### src/rtl/ecc_regfile_pkg.sv
`timescale 1ns/1ps
package ecc_regfile_pkg;

  localparam int unsigned DW       = 32;
  localparam int unsigned NUM_REGS = 7;
  localparam int unsigned IDX_W    = $clog2(NUM_REGS);

  localparam int unsigned IDX_ENABLE = 0;
  localparam int unsigned IDX_DELAY  = 1;
  localparam int unsigned IDX_FSTAT  = 2;
  localparam int unsigned IDX_FADDR  = 3;
  localparam int unsigned IDX_VIDCFG = 4;
  localparam int unsigned IDX_DIAG   = 5;
  localparam int unsigned IDX_ERRCTL = 6;

  localparam logic [DW-1:0] DELAY_RST   = 32'h0000_0020;
  localparam logic [DW-1:0] V0_WMASK    = 32'h0000_0103;
  localparam logic [DW-1:0] VX_WMASK    = 32'h0000_0BFF;
  localparam logic [DW-1:0] V0_KEEP     = 32'h0000_0100;
  localparam logic [DW-1:0] VX_KEEP     = 32'hFF00_0BFC;

  function automatic logic [DW-1:0] variant_code(input logic [1:0] v);
    case (v)
      2'd0:    return 32'h0000_0000;
      2'd1:    return 32'h1000_0000;
      default: return 32'h2000_0000;
    endcase
  endfunction

  function automatic logic [DW-1:0] enable_wmask(input logic [1:0] v);
    return (v == 2'd0) ? V0_WMASK : VX_WMASK;
  endfunction

  function automatic logic [DW-1:0] enable_keep(input logic [1:0] v);
    return (v == 2'd0) ? V0_KEEP : VX_KEEP;
  endfunction

  function automatic logic [DW-1:0] cell_rst_val(input int unsigned i);
    return (i == IDX_DELAY) ? DELAY_RST : '0;
  endfunction

  function automatic bit cell_warm_load(input int unsigned i);
    return (i == IDX_DELAY) || (i == IDX_FSTAT) || (i == IDX_VIDCFG);
  endfunction

  function automatic bit cell_hw_load(input int unsigned i);
    return (i == IDX_FSTAT) || (i == IDX_FADDR);
  endfunction

endpackage

### src/rtl/ecc_reg_decode.sv
`timescale 1ns/1ps
module ecc_reg_decode #(
  parameter int unsigned AW         = 14,
  parameter int unsigned NREG       = 7,
  parameter int unsigned DIAG_BASE  = 32'h1000,
  parameter int unsigned DIAG_BYTES = 256,
  localparam int unsigned IW        = $clog2(NREG)
) (
  input  logic          bus_sel,
  input  logic          bus_we,
  input  logic [AW-1:0] bus_addr,
  input  logic [1:0]    var_q,
  output logic          rd_valid,
  output logic [IW-1:0] idx,
  output logic [NREG-1:0] wr_stb,
  output logic          diag_sel
);
  localparam logic [AW-1:0] BASE_A = AW'(DIAG_BASE);
  localparam logic [AW-1:0] END_A  = AW'(DIAG_BASE + DIAG_BYTES);

  logic [AW-3:0] word;
  logic          in_regwin;
  logic          mapped;

  assign word      = bus_addr[AW-1:2];
  assign in_regwin = bus_addr < BASE_A;
  assign mapped    = in_regwin && (word < (AW-2)'(NREG));
  assign idx       = word[IW-1:0];
  assign rd_valid  = bus_sel && mapped;
  assign diag_sel  = bus_sel && (var_q == 2'd0) &&
                     (bus_addr >= BASE_A) && (bus_addr < END_A);

  for (genvar g = 0; g < NREG; g++) begin : g_stb
    assign wr_stb[g] = bus_sel && bus_we && mapped && (idx == IW'(g));
  end
endmodule

### src/rtl/ecc_reg_cell.sv
`timescale 1ns/1ps
module ecc_reg_cell #(
  parameter int unsigned   DW        = 32,
  parameter logic [DW-1:0] RST_VAL   = '0,
  parameter bit            WARM_LOAD = 1'b0
) (
  input  logic          clk,
  input  logic          cold_rst_n,
  input  logic          warm_rst,
  input  logic          sw_we,
  input  logic [DW-1:0] sw_d,
  input  logic          hw_we,
  input  logic [DW-1:0] hw_d,
  output logic [DW-1:0] q
);
  always_ff @(posedge clk) begin
    if (!cold_rst_n)                q <= RST_VAL;
    else if (warm_rst) begin
      if (WARM_LOAD)                q <= RST_VAL;
    end
    else if (sw_we)                 q <= sw_d;
    else if (hw_we)                 q <= hw_d;
  end
endmodule

### src/rtl/ecc_enable_reg.sv
`timescale 1ns/1ps
module ecc_enable_reg
  import ecc_regfile_pkg::*;
(
  input  logic          clk,
  input  logic          cold_rst_n,
  input  logic          warm_rst,
  input  logic [1:0]    variant_in,
  input  logic [1:0]    var_q,
  input  logic          sw_we,
  input  logic [DW-1:0] sw_d,
  output logic [DW-1:0] q
);
  logic [DW-1:0] wr_val;
  logic [DW-1:0] warm_val;

  assign wr_val   = variant_code(var_q) | (sw_d & enable_wmask(var_q));
  assign warm_val = q & enable_keep(var_q);

  always_ff @(posedge clk) begin
    if (!cold_rst_n)   q <= variant_code(variant_in);
    else if (warm_rst) q <= warm_val;
    else if (sw_we)    q <= wr_val;
  end
endmodule

### src/rtl/ecc_irq_ctrl.sv
`timescale 1ns/1ps
module ecc_irq_ctrl (
  input  logic clk,
  input  logic cold_rst_n,
  input  logic warm_rst,
  input  logic fault_evt,
  input  logic ack_wr,
  output logic irq
);
  always_ff @(posedge clk) begin
    if (!cold_rst_n || warm_rst) irq <= 1'b0;
    else if (ack_wr)             irq <= 1'b0;
    else if (fault_evt)          irq <= 1'b1;
  end
endmodule

### src/rtl/ecc_regfile.sv
`timescale 1ns/1ps
module ecc_regfile
  import ecc_regfile_pkg::*;
#(
  parameter int unsigned AW         = 14,
  parameter int unsigned DIAG_BASE  = 32'h1000,
  parameter int unsigned DIAG_BYTES = 256
) (
  input  logic          clk,
  input  logic          por_n,
  input  logic          warm_rst,
  input  logic [1:0]    variant,
  input  logic          bus_sel,
  input  logic          bus_we,
  input  logic [AW-1:0] bus_addr,
  input  logic [31:0]   bus_wdata,
  output logic [31:0]   bus_rdata,
  input  logic          fault_evt,
  input  logic [31:0]   fault_status,
  input  logic [31:0]   fault_addr,
  output logic          irq,
  output logic          diag_sel
);
  logic [1:0]          var_q;
  logic                rd_valid;
  logic [IDX_W-1:0]    idx;
  logic [NUM_REGS-1:0] wr_stb;
  logic [DW-1:0]       regq [NUM_REGS];

  always_ff @(posedge clk) begin
    if (!por_n) var_q <= variant;
  end

  ecc_reg_decode #(
    .AW(AW), .NREG(NUM_REGS), .DIAG_BASE(DIAG_BASE), .DIAG_BYTES(DIAG_BYTES)
  ) u_dec (
    .bus_sel(bus_sel), .bus_we(bus_we), .bus_addr(bus_addr), .var_q(var_q),
    .rd_valid(rd_valid), .idx(idx), .wr_stb(wr_stb), .diag_sel(diag_sel)
  );

  for (genvar g = 0; g < NUM_REGS; g++) begin : g_reg
    if (g == IDX_ENABLE) begin : g_en
      ecc_enable_reg u_en (
        .clk(clk), .cold_rst_n(por_n), .warm_rst(warm_rst),
        .variant_in(variant), .var_q(var_q),
        .sw_we(wr_stb[g]), .sw_d(bus_wdata), .q(regq[g])
      );
    end else begin : g_cell
      localparam bit HWL = cell_hw_load(g);
      ecc_reg_cell #(
        .DW(DW), .RST_VAL(cell_rst_val(g)), .WARM_LOAD(cell_warm_load(g))
      ) u_cell (
        .clk(clk), .cold_rst_n(por_n), .warm_rst(warm_rst),
        .sw_we(wr_stb[g]), .sw_d(bus_wdata),
        .hw_we(HWL ? fault_evt : 1'b0),
        .hw_d((g == IDX_FSTAT) ? fault_status : fault_addr),
        .q(regq[g])
      );
    end
  end

  ecc_irq_ctrl u_irq (
    .clk(clk), .cold_rst_n(por_n), .warm_rst(warm_rst),
    .fault_evt(fault_evt), .ack_wr(wr_stb[IDX_FSTAT]), .irq(irq)
  );

  always_comb begin
    bus_rdata = '0;
    for (int i = 0; i < NUM_REGS; i++) begin
      if (rd_valid && idx == IDX_W'(i)) bus_rdata = regq[i];
    end
  end
endmodule

### config.mk
export PLATFORM = sky130hd
export DESIGN_NAME = ecc_regfile
export DESIGN_NICKNAME = d
export VERILOG_FILES = /design/src/rtl/ecc_regfile_pkg.sv /design/src/rtl/ecc_reg_decode.sv /design/src/rtl/ecc_reg_cell.sv /design/src/rtl/ecc_enable_reg.sv /design/src/rtl/ecc_irq_ctrl.sv /design/src/rtl/ecc_regfile.sv
export SDC_FILE = /design/constraint.sdc
export NUM_CORES = 1
export LEC_CHECK = 0
export BUFFER_PORTS_ARGS = -buffer_cell sky130_fd_sc_hd__buf_2
export CAP_MARGIN = 30
export CORE_MARGIN = 3
export CORE_UTILIZATION = 40
export DETAILED_ROUTE_END_ITERATION = 12
export GPL_TIMING_DRIVEN = 0
export SLEW_MARGIN = 10
export SYNTH_ARGS = -nofsm -noshare
export SYNTH_HDL_FRONTEND = slang
export SYNTH_SLANG_ARGS = --single-unit
### constraint.sdc
create_clock -name clk -period 3.17 [get_ports clk]
set_clock_uncertainty 0.15 [all_clocks]
set_input_delay 0.1585 -clock clk [delete_from_list [all_inputs] [get_ports clk]]
set_output_delay 0.1585 -clock clk [all_outputs]
set_load 0.05 [all_outputs]
After elaboration in Yosys (flattened, before gate mapping). Index checks and enable logic that the tools add are counted.

$lt $le $gt $ge: 4. Reductions and logical operators: 33. Mux-type cells: 18. Bitwise gates (word level): 5. Eq/ne operators: 9.

Operator list (number): 32-bit two-way mux (15); 30-bit case mux with 2 select lines (2); 32-bit bitwise AND (2); 30-bit by 32-bit bitwise OR with 32-bit output (1); 14-bit by 13-bit less-than comparator with 1-bit output (second input constant) (2); 1-bit logical AND (21); 14-bit by 13-bit greater-or-equal comparator with 1-bit output (second input constant) (1); 12-bit by 3-bit less-than comparator with 1-bit output (second input constant) (1); 12-bit two-way mux (1); 3-bit equality test (second input constant) (3); 3-bit by 2-bit equality test with 1-bit output (second input constant) (2); 2-bit AND reduction (3); 2-bit by 1-bit equality test with 1-bit output (second input constant) (2); 2-bit zero test (2); 2-bit nonzero test (2); 2-bit OR reduction (2); 3-bit by 1-bit equality test with 1-bit output (second input constant) (1); 3-bit zero test (1); 3-bit by 1-bit inequality test with 1-bit output (second input constant) (1); 1-bit inverter (2); 1-bit zero test (1); 1-bit logical OR (1).

Output and inout bits: 34. Register bits: 227. Input port bits: 118.

Logic depth before layout (Yosys ltp). Gate-level depths: netlist of run 1.

Depth in word-level cells: 11. Depth in mapped cells: 7. Mapped depth without buffers: 4.

Hierarchy. From an unflattened synthesis of run 1, not the netlist that was laid out.

Cells, all modules: 1330. Area, all modules: 13573.0 um^2.

Modules (own cells, without submodules): ecc_reg_cell (g_reg[3].g_cell.u_cell ...) (times used 3, cells an instance 148, area an instance 1800.5 um^2); ecc_reg_cell (g_reg[2].g_cell.u_cell ...) (times used 2, cells an instance 143, area an instance 1516.5 um^2); ecc_regfile (times used 1, cells an instance 350, area an instance 2082.0 um^2); ecc_reg_cell (g_reg[1].g_cell.u_cell) (times used 1, cells an instance 145, area an instance 1764.2 um^2); ecc_enable_reg (times used 1, cells an instance 75, area an instance 989.7 um^2); ecc_reg_decode (times used 1, cells an instance 27, area an instance 264.0 um^2); ecc_irq_ctrl (times used 1, cells an instance 3, area an instance 38.8 um^2).

Least setup slack after synthesis of run 1. No wires, ideal clock.

Path kind: input to register. From: in bus_addr[3]. To: reg g_reg[0].g_en.u_en.q[0] (enable). Setup time: 0.421 ns. Setup slack: 0.050 ns. Data required time: 2.599 ns. Buffers on the path: 2. Data arrival time: 2.549 ns. Stages on the path: 4. Path through: buf_2 buf_2 or4b_2 o21ai_0.

Cells in the longest elaborated chain, start to end: 5. Elaborated cells on any way between the ends: 7.

Ends and longest elaborated chain: start, declared (line ecc_regfile.sv:15) `input logic [AW-1:0] bus_addr,`; 14-bit by 13-bit less-than comparator with 1-bit output or 12-bit by 3-bit less-than comparator with 1-bit output (tied branches) (line ecc_reg_decode.sv:26, ecc_reg_decode.sv:27); 1-bit logical AND (line ecc_reg_decode.sv:27) `assign mapped = in_regwin && (word < (AW-2)'(NREG));`; 1-bit logical AND (line ecc_reg_decode.sv:34) `assign wr_stb[g] = bus_sel && bus_we && mapped && (idx == IW'(g));`; 1-bit logical AND * (line ecc_reg_decode.sv:34); 3-bit by 1-bit inequality test with 1-bit output (no line) *; end signal, assigned (line ecc_enable_reg.sv:21) `if (!cold_rst_n) q <= variant_code(variant_in);`; end signal, assigned (line ecc_enable_reg.sv:22) `else if (warm_rst) q <= warm_val;`; end signal, assigned (line ecc_enable_reg.sv:23) `else if (sw_we) q <= wr_val;`; end, declared (line ecc_enable_reg.sv:12) `output logic [DW-1:0] q`.

Every way passes the cells marked *; elsewhere a longest branch is shown, timed or not. A chain may end at the register's enable or synchronous reset.

Worst setup path after layout of run 1.
From: in bus_addr[13]. To: out bus_rdata[21].

Cells in the longest elaborated chain, start to end: 11. Elaborated cells on any way between the ends: 18.

Ends and longest elaborated chain: 14-bit by 13-bit less-than comparator with 1-bit output or 12-bit by 3-bit less-than comparator with 1-bit output (tied branches) (line ecc_reg_decode.sv:26, ecc_reg_decode.sv:27); 1-bit logical AND * (line ecc_reg_decode.sv:27); 1-bit logical AND * (line ecc_reg_decode.sv:29) `assign rd_valid = bus_sel && mapped;`; 1-bit logical AND (line ecc_regfile.sv:70) `if (rd_valid && idx == IDX_W'(i)) bus_rdata = regq[i];`; 32-bit two-way mux (6 in a row) (line ecc_regfile.sv:70); 32-bit two-way mux * (line ecc_regfile.sv:70); end, declared (line ecc_regfile.sv:17) `output logic [31:0] bus_rdata,`.

Marks and branches as above.

==> flow_summary.toml, run 1 <==
[layout]
area_growth_pct = 31.7
layout_commonest_cell = "nand2_1"
fin_util_pct = 54.2
antenna_cells = 0
layout_common_cells = "nand2_1, dfxtp_1, buf_2"
layout.nets = 1646
drive_above_1_share_pct = 15.6

[grt]
antenna_found_initial = 1
grt_max_degree = 15
gr-total-overflow = 0
grt_pass1_wl_um = 63800
grt_pass1_vias = 10578
grt.total_usage_pct = 29.3

[yosys]
synth_top_area_share_pct = 36.9
ys_top_cells_by_area = "dfxtp_1, mux2i_1, nand2_1"
ys_types = 47
syn_inst = 1219
synth_top_cell_by_area = "dfxtp_1"
ys.flop_type = "dfxtp_1"
synth_enable_flop_cells = 21
syn_area_per_cell_um2 = 8.59
synth_area_um2 = 10500
ys_seq_area_share_pct = 42.9
synthArstFlopShare_pct = 0
yosys_warnings = 0
ys_ff_latch = 214
syn_nets = 1337

[power]
internal_power_uw = 4840
cellPowerDensity_nw_per_um2 = 473
seqPwrFrac_pct = 43.4
total_power_uw = 6530
comb_power_share_pct = 11.5
vdd_drop_max_mv = 0.408
power_leakage_uw = 0.00519
swShare_pct = 25.9
switchingPower_uw = 1690
clkPwrFrac_pct = 45.1

[detailed_routing]
wl_per_cell_um = 22.8
top_layer = "met5"
met3_length_um = 3450
drtIter0Drc = 1052
wl_met1_um = 17700
drt_wl_total_um = 42700
drt_pass1_iterations = 7
vias_per_cell = 5.71
vias = 10713
met2_wirelength_um = 19800
drt.antenna.violating_nets = 0
drc_errors = 0

[placement]
portBuffers = 148
dp_hpwl_um = 28900
post-place-ws_ns = 0.145
gp_congestion = 0.943

[die]
start_util_pct = 41.1
die_w_um = 168
dieArea_um2 = 28200
die_h_um = 168
coreArea_um2 = 25500
io_pins = 152
std_cell_rows = 58

[sta]
fin_crit_sh_pct = 98.7
finalSetupViolCount = 0
max_slew_margin_pct = 29.2
worst_pin_slew_ns = 1.05
fin_crit_ns = 3.13
fmax_mhz = 320
rsz0062_at_grt = "no"
slew_viol_final = 0
final_critical_path_setup_slack_ns = 0.0421
finalHoldViolCount = 0

[setup_path]
worst_r2r_path_depth = 2
crit_fanout = 10
rr_startpoint = "var_q[1]"
cp.arrival_ns = 2.82
cp-end-kind = "output pin"
crit_path_frequent_cell = "buf_2"
critical-path-top-delay-family = "simple AND/OR/NAND/NOR gates"
startpoint_type = "input port"
slowest_delay_ns = 0.83
cp_slowest_cell = "nor4b_1"
r2r_setup_slack_ns = 1.24
crit_required_ns = 2.86
r2r_end = "g_reg[0].g_en.u_en.q[28]"
crit_chain = "buf_2, nor4b_1, nand3_1, clkbuf_1, a211oi_1, buf_2"
cp_num_buf_inv = 3
path_class = "input port to output pin"

[cts]
cts.sinks = 214
clock_latency_ns = 0.53
numCtsBuffers = 25
clockBufferDepth = 3
tritoncts = "done"
cts-root-buf = "clkbuf_16"
htree_levels = 1
cts.clk_slew.worst_paths_ns = 0.06

[hold_path]
min_path_type = "input port to flip-flop"
hold_start = "bus_addr[7]"
whs_path_depth = 5
whs_endpoint = "g_reg[1].g_cell.u_cell.q[5]"

[job]
max-cap-violations = 0

[run_status]
run_status = "complete, no violations"
[worst min-delay path, cell delays in order]
cell and delay, ns:
buf_2 0.09, nor4_2 0.08, nand4_1 0.26, mux2i_1 0.11, nand2_1 0.06
[kinds of logic (layout without fill, tap and decap cells)]
group                  after synthesis  after routing  synth area share [%]
and+or+nand+nor                    421            421                  18.2
AOI/OAI and AO/OA                  318            318                  18.8
DFF                                214            214                  42.9
muxes                              153            153                  15.3
buffers and inverters              113            441                  4.69
[per-layer routing]
metal	vias up	global-route usage [%]
li1	4957	-
met1	5124	39.1
met2	510	48.6
met3	120	4.34
met4	2	10.6
met5	-	0
[area by class of cell]
| cell class | instances | area [um^2] |
|---|---|---|
| multi-input cells | 892 | 5490 |
| well taps | 330 | 413 |
| repair buffers | 282 | 2080 |
| plain buffers | 110 | 480 |
| flip-flops and latches | 214 | 4490 |
| clock buffers | 35 | 714 |
| clock inverters | 11 | 111 |
| fillers | 2358 | 11700 |
| inverters | 3 | 11.3 |
[state kept, by name, indices dropped and copies added, names as in the netlist]
signal	cells
g.g_cell.u_cell.q	192
g.g_en.u_en.q	19
u_irq.irq	1
var_q	2
[worst max-delay path by stage]
stage,from,end,slack (ns),cells after the start
after detailed placement,bus_addr[13],bus_rdata[21],0.14,6
after global routing,bus_addr[12],bus_rdata[28],0.02,8
final,bus_addr[13],bus_rdata[21],0.04,6
after floorplan,bus_addr[3],g_reg[0].g_en.u_en.q[0],0.05,4
after CTS,bus_addr[13],bus_rdata[21],0.10,6
after global placement,bus_addr[13],g_reg[0].g_en.u_en.q[7],-1.52,4
[power groups by stage]
stage	clock network, uW	logic, uW	registers [uW]
5_1_grt	3050	793	2840
6_report	2940	749	2840
2_1_floorplan	0	315	2880
3_5_place_dp	0	599	2890
3_3_place_gp	0	592	2890
4_1_cts	2940	728	2840
[synth_stat cells, types with 6 or more instances]
master and instances:
a21oi_1 152, nor3_1 15, buf_2 15, o21ai_1 20, nor2b_1 45, nor2_1 77, dfxtp_1 193, buf_1 7
a221oi_1 14, nand2_1 242, clkbuf_1 81, buf_6 6, edfxtp_1 21, and3_1 6, o21ai_0 29, mux2_2 11
nand2b_1 7, a32oi_1 30, o2bb2ai_1 16, mux2i_1 137, a211oi_1 42
[stage by stage]
stage,std cells,setup TNS (ns),hold WS (ns),instance area (um^2)
after floorplan,1219,0,0.107,10500
after global placement,1697,-28.86,0.208,11600
after detailed placement,1698,0,0.212,11600
after CTS,1875,0,0.0988,13800
after global routing,1877,0,0.138,13800
final,1877,0,0.109,13800
[timing repair]
action	in CTS	in global routing
setup buffers	0	2
hold buffers	131	0
setup endpoints to repair	0	1
gates resized for setup	0	1
hold endpoints to repair	208	0
(Power assumes the default switching activity.)
==> run 2, diff against run 1 <==
--- a/config.mk
+++ b/config.mk
@@ -7,10 +7,13 @@
 export LEC_CHECK = 0
 export BUFFER_PORTS_ARGS = -buffer_cell sky130_fd_sc_hd__buf_2
 export CAP_MARGIN = 30
+export CELL_PAD_IN_SITES_DETAIL_PLACEMENT = 2
+export CELL_PAD_IN_SITES_GLOBAL_PLACEMENT = 2
 export CORE_MARGIN = 3
-export CORE_UTILIZATION = 40
+export CORE_UTILIZATION = 31
 export DETAILED_ROUTE_END_ITERATION = 12
 export GPL_TIMING_DRIVEN = 0
+export PLACE_DENSITY_LB_ADDON = 0.1
 export SLEW_MARGIN = 10
 export SYNTH_ARGS = -nofsm -noshare
 export SYNTH_HDL_FRONTEND = slang
==> flow_summary.toml, run 2 (synthesized netlist as in run 1, its figures left out) <==
[placement]
portBuffers = 148
gp_congestion = 0.810
place_inst = 1811
dp_hpwl_um = 36200
post-place-ws_ns = -0.0580

[detailed_routing]
wl_per_cell_um = 27.3
drt_wl_total_um = 54200
vias_per_cell = 5.54
drc_errors = 0
vias = 10997
drt.antenna.violating_nets = 0
drtIter0Drc = 585
drt_pass1_iterations = 5

[die]
io_pins = 152
start_util_pct = 31.8
die_h_um = 190
dieArea_um2 = 36000
coreArea_um2 = 32900
std_cell_rows = 66
die_w_um = 190

[grt]
grt.total_usage_pct = 29.7
grt_pass1_wl_um = 79700
gr-total-overflow = 0
grt_max_degree = 20
grt_pass1_vias = 12145
antenna_found_initial = 0

[setup_path]
cp_slowest_cell = "clkbuf_1"
crit_path_frequent_cell = "clkbuf_1"
slowest_delay_ns = 0.73
crit_required_ns = 2.86
crit_chain = "buf_4, clkbuf_1, clkbuf_1, clkbuf_1, a211oi_1, buf_2"
crit_fanout = 10
cp-end-kind = "output pin"
startpoint_type = "input port"
path_class = "input port to output pin"
cp.arrival_ns = 2.78

[cts]
htree_levels = 1
clock_latency_ns = 0.54
cts.sinks = 214
tritoncts = "done"
cts.clk_slew.worst_paths_ns = 0.06
numCtsBuffers = 26
clockBufferDepth = 3
cts-root-buf = "clkbuf_16"

[layout]
area_growth_pct = 33.0
largest_register = "g.g_cell.u_cell.q"
largest_reg_flops = 192
layout_common_cells = "nand2_1, dfxtp_1, buf_2"
finalNonFillerCells = 1985
layout_commonest_cell = "nand2_1"
antenna_cells = 0
reg.largest.list = "g.g_cell.u_cell.q: 192 flops, g.g_en.u_en.q: 19 flops, var_q: 2 flops"
drive_above_1_share_pct = 15.7
layout.nets = 1641

[sta]
max_slew_margin_pct = 32.4
finalHoldViolCount = 0
final_critical_path_setup_slack_ns = 0.0816
slew_viol_final = 0
holdWs_ns = 0.106
fmax_mhz = 324
fin_crit_sh_pct = 97.4
rsz0062_at_grt = "no"
fin_crit_ns = 3.09
finalSetupViolCount = 0
worst_pin_slew_ns = 1.01

[run_status]
run_status = "complete, no violations"

[power]
power_leakage_uw = 0.00517
vdd_drop_max_mv = 0.390
cellPowerDensity_nw_per_um2 = 479

[hold_path]
min_path_type = "input port to flip-flop"

[job]
max-cap-violations = 0
## run 2: cell types whose count changed in the layout (fill, tap and decap cells not counted), sizes merged
cell | previous run | this run
clkbuf | 115 | 128
inv | 4 | 3
dlygate4sd3 | 131 | 125
clkinv | 7 | 1
buf | 181 | 180
bufinv | 2 | 0
clkinvlp | 1 | 0
## run 2: layout make-up
class | instances | area [um^2]
buffer | 109 | 479
clock buffer | 47 | 841
clock inverter | 1 | 5.00
fill | 3667 | 19000
inverter | 3 | 11.3
multi-input combinational | 892 | 5510
sequential | 214 | 4490
tap | 442 | 553
timing repair buffer | 277 | 2040
## run 2: critical path, delay by kind of cell
family,cells,cell delay [ns]
buf+inv,5,2.36
compound gates,1,0.23
## run 2: final timing paths
check	slack [ns]	start	endpoint	depth (start not counted)
hold reg to reg	0.31	g_reg[4].g_cell.u_cell.q[25]	g_reg[4].g_cell.u_cell.q[25]	2
setup / recovery	0.08	bus_addr[4]	bus_rdata[10]	6
hold / removal	0.11	por_n	g_reg[3].g_cell.u_cell.q[17]	3
setup reg to reg	1.53	g_reg[3].g_cell.u_cell.q[11]	g_reg[3].g_cell.u_cell.q[11]	4
## run 2: power breakdown
group          total [uW]  internal (uW)  switching (uW)
logic                 800            308             492
registers            2840           2800            41.6
clock network        3040           1770            1270
total                6680           4880            1800
## run 2: timing repair
action                                  4_1_cts  5_1_grt
endpoints found under the setup margin        4        7
hold buffers                                125        0
setup buffers                                 0        2
pin swaps                                     0        1
endpoints found under the hold margin       208        0
gates resized for setup                       1        3
## run 2: layer usage
metal  vias to the layer above  share of wire [%]  GRT usage, %
met5                         -                  0         0.275
met2                       346                 49          51.7
met1                      5587                 43          38.3
met3                       113                4.4          3.32
met4                         0                3.5          9.64
li1                       4951                  -             -
## run 2: metrics by stage
| step | util (%) | power [uW] | cell area, um^2 | TNS (ns) |
|---|---|---|---|---|
| finish | 42.3 | 6680 | 13900 | 0 |
| global placement | 35.7 | 3530 | 11800 | -35.75 |
| floorplan | - | 3200 | 10500 | 0 |
| detailed placement | 35.8 | 3550 | 11800 | -0.121 |
| CTS | 42.2 | 6690 | 13900 | 0 |
| global route | 42.3 | 6860 | 13900 | 0 |
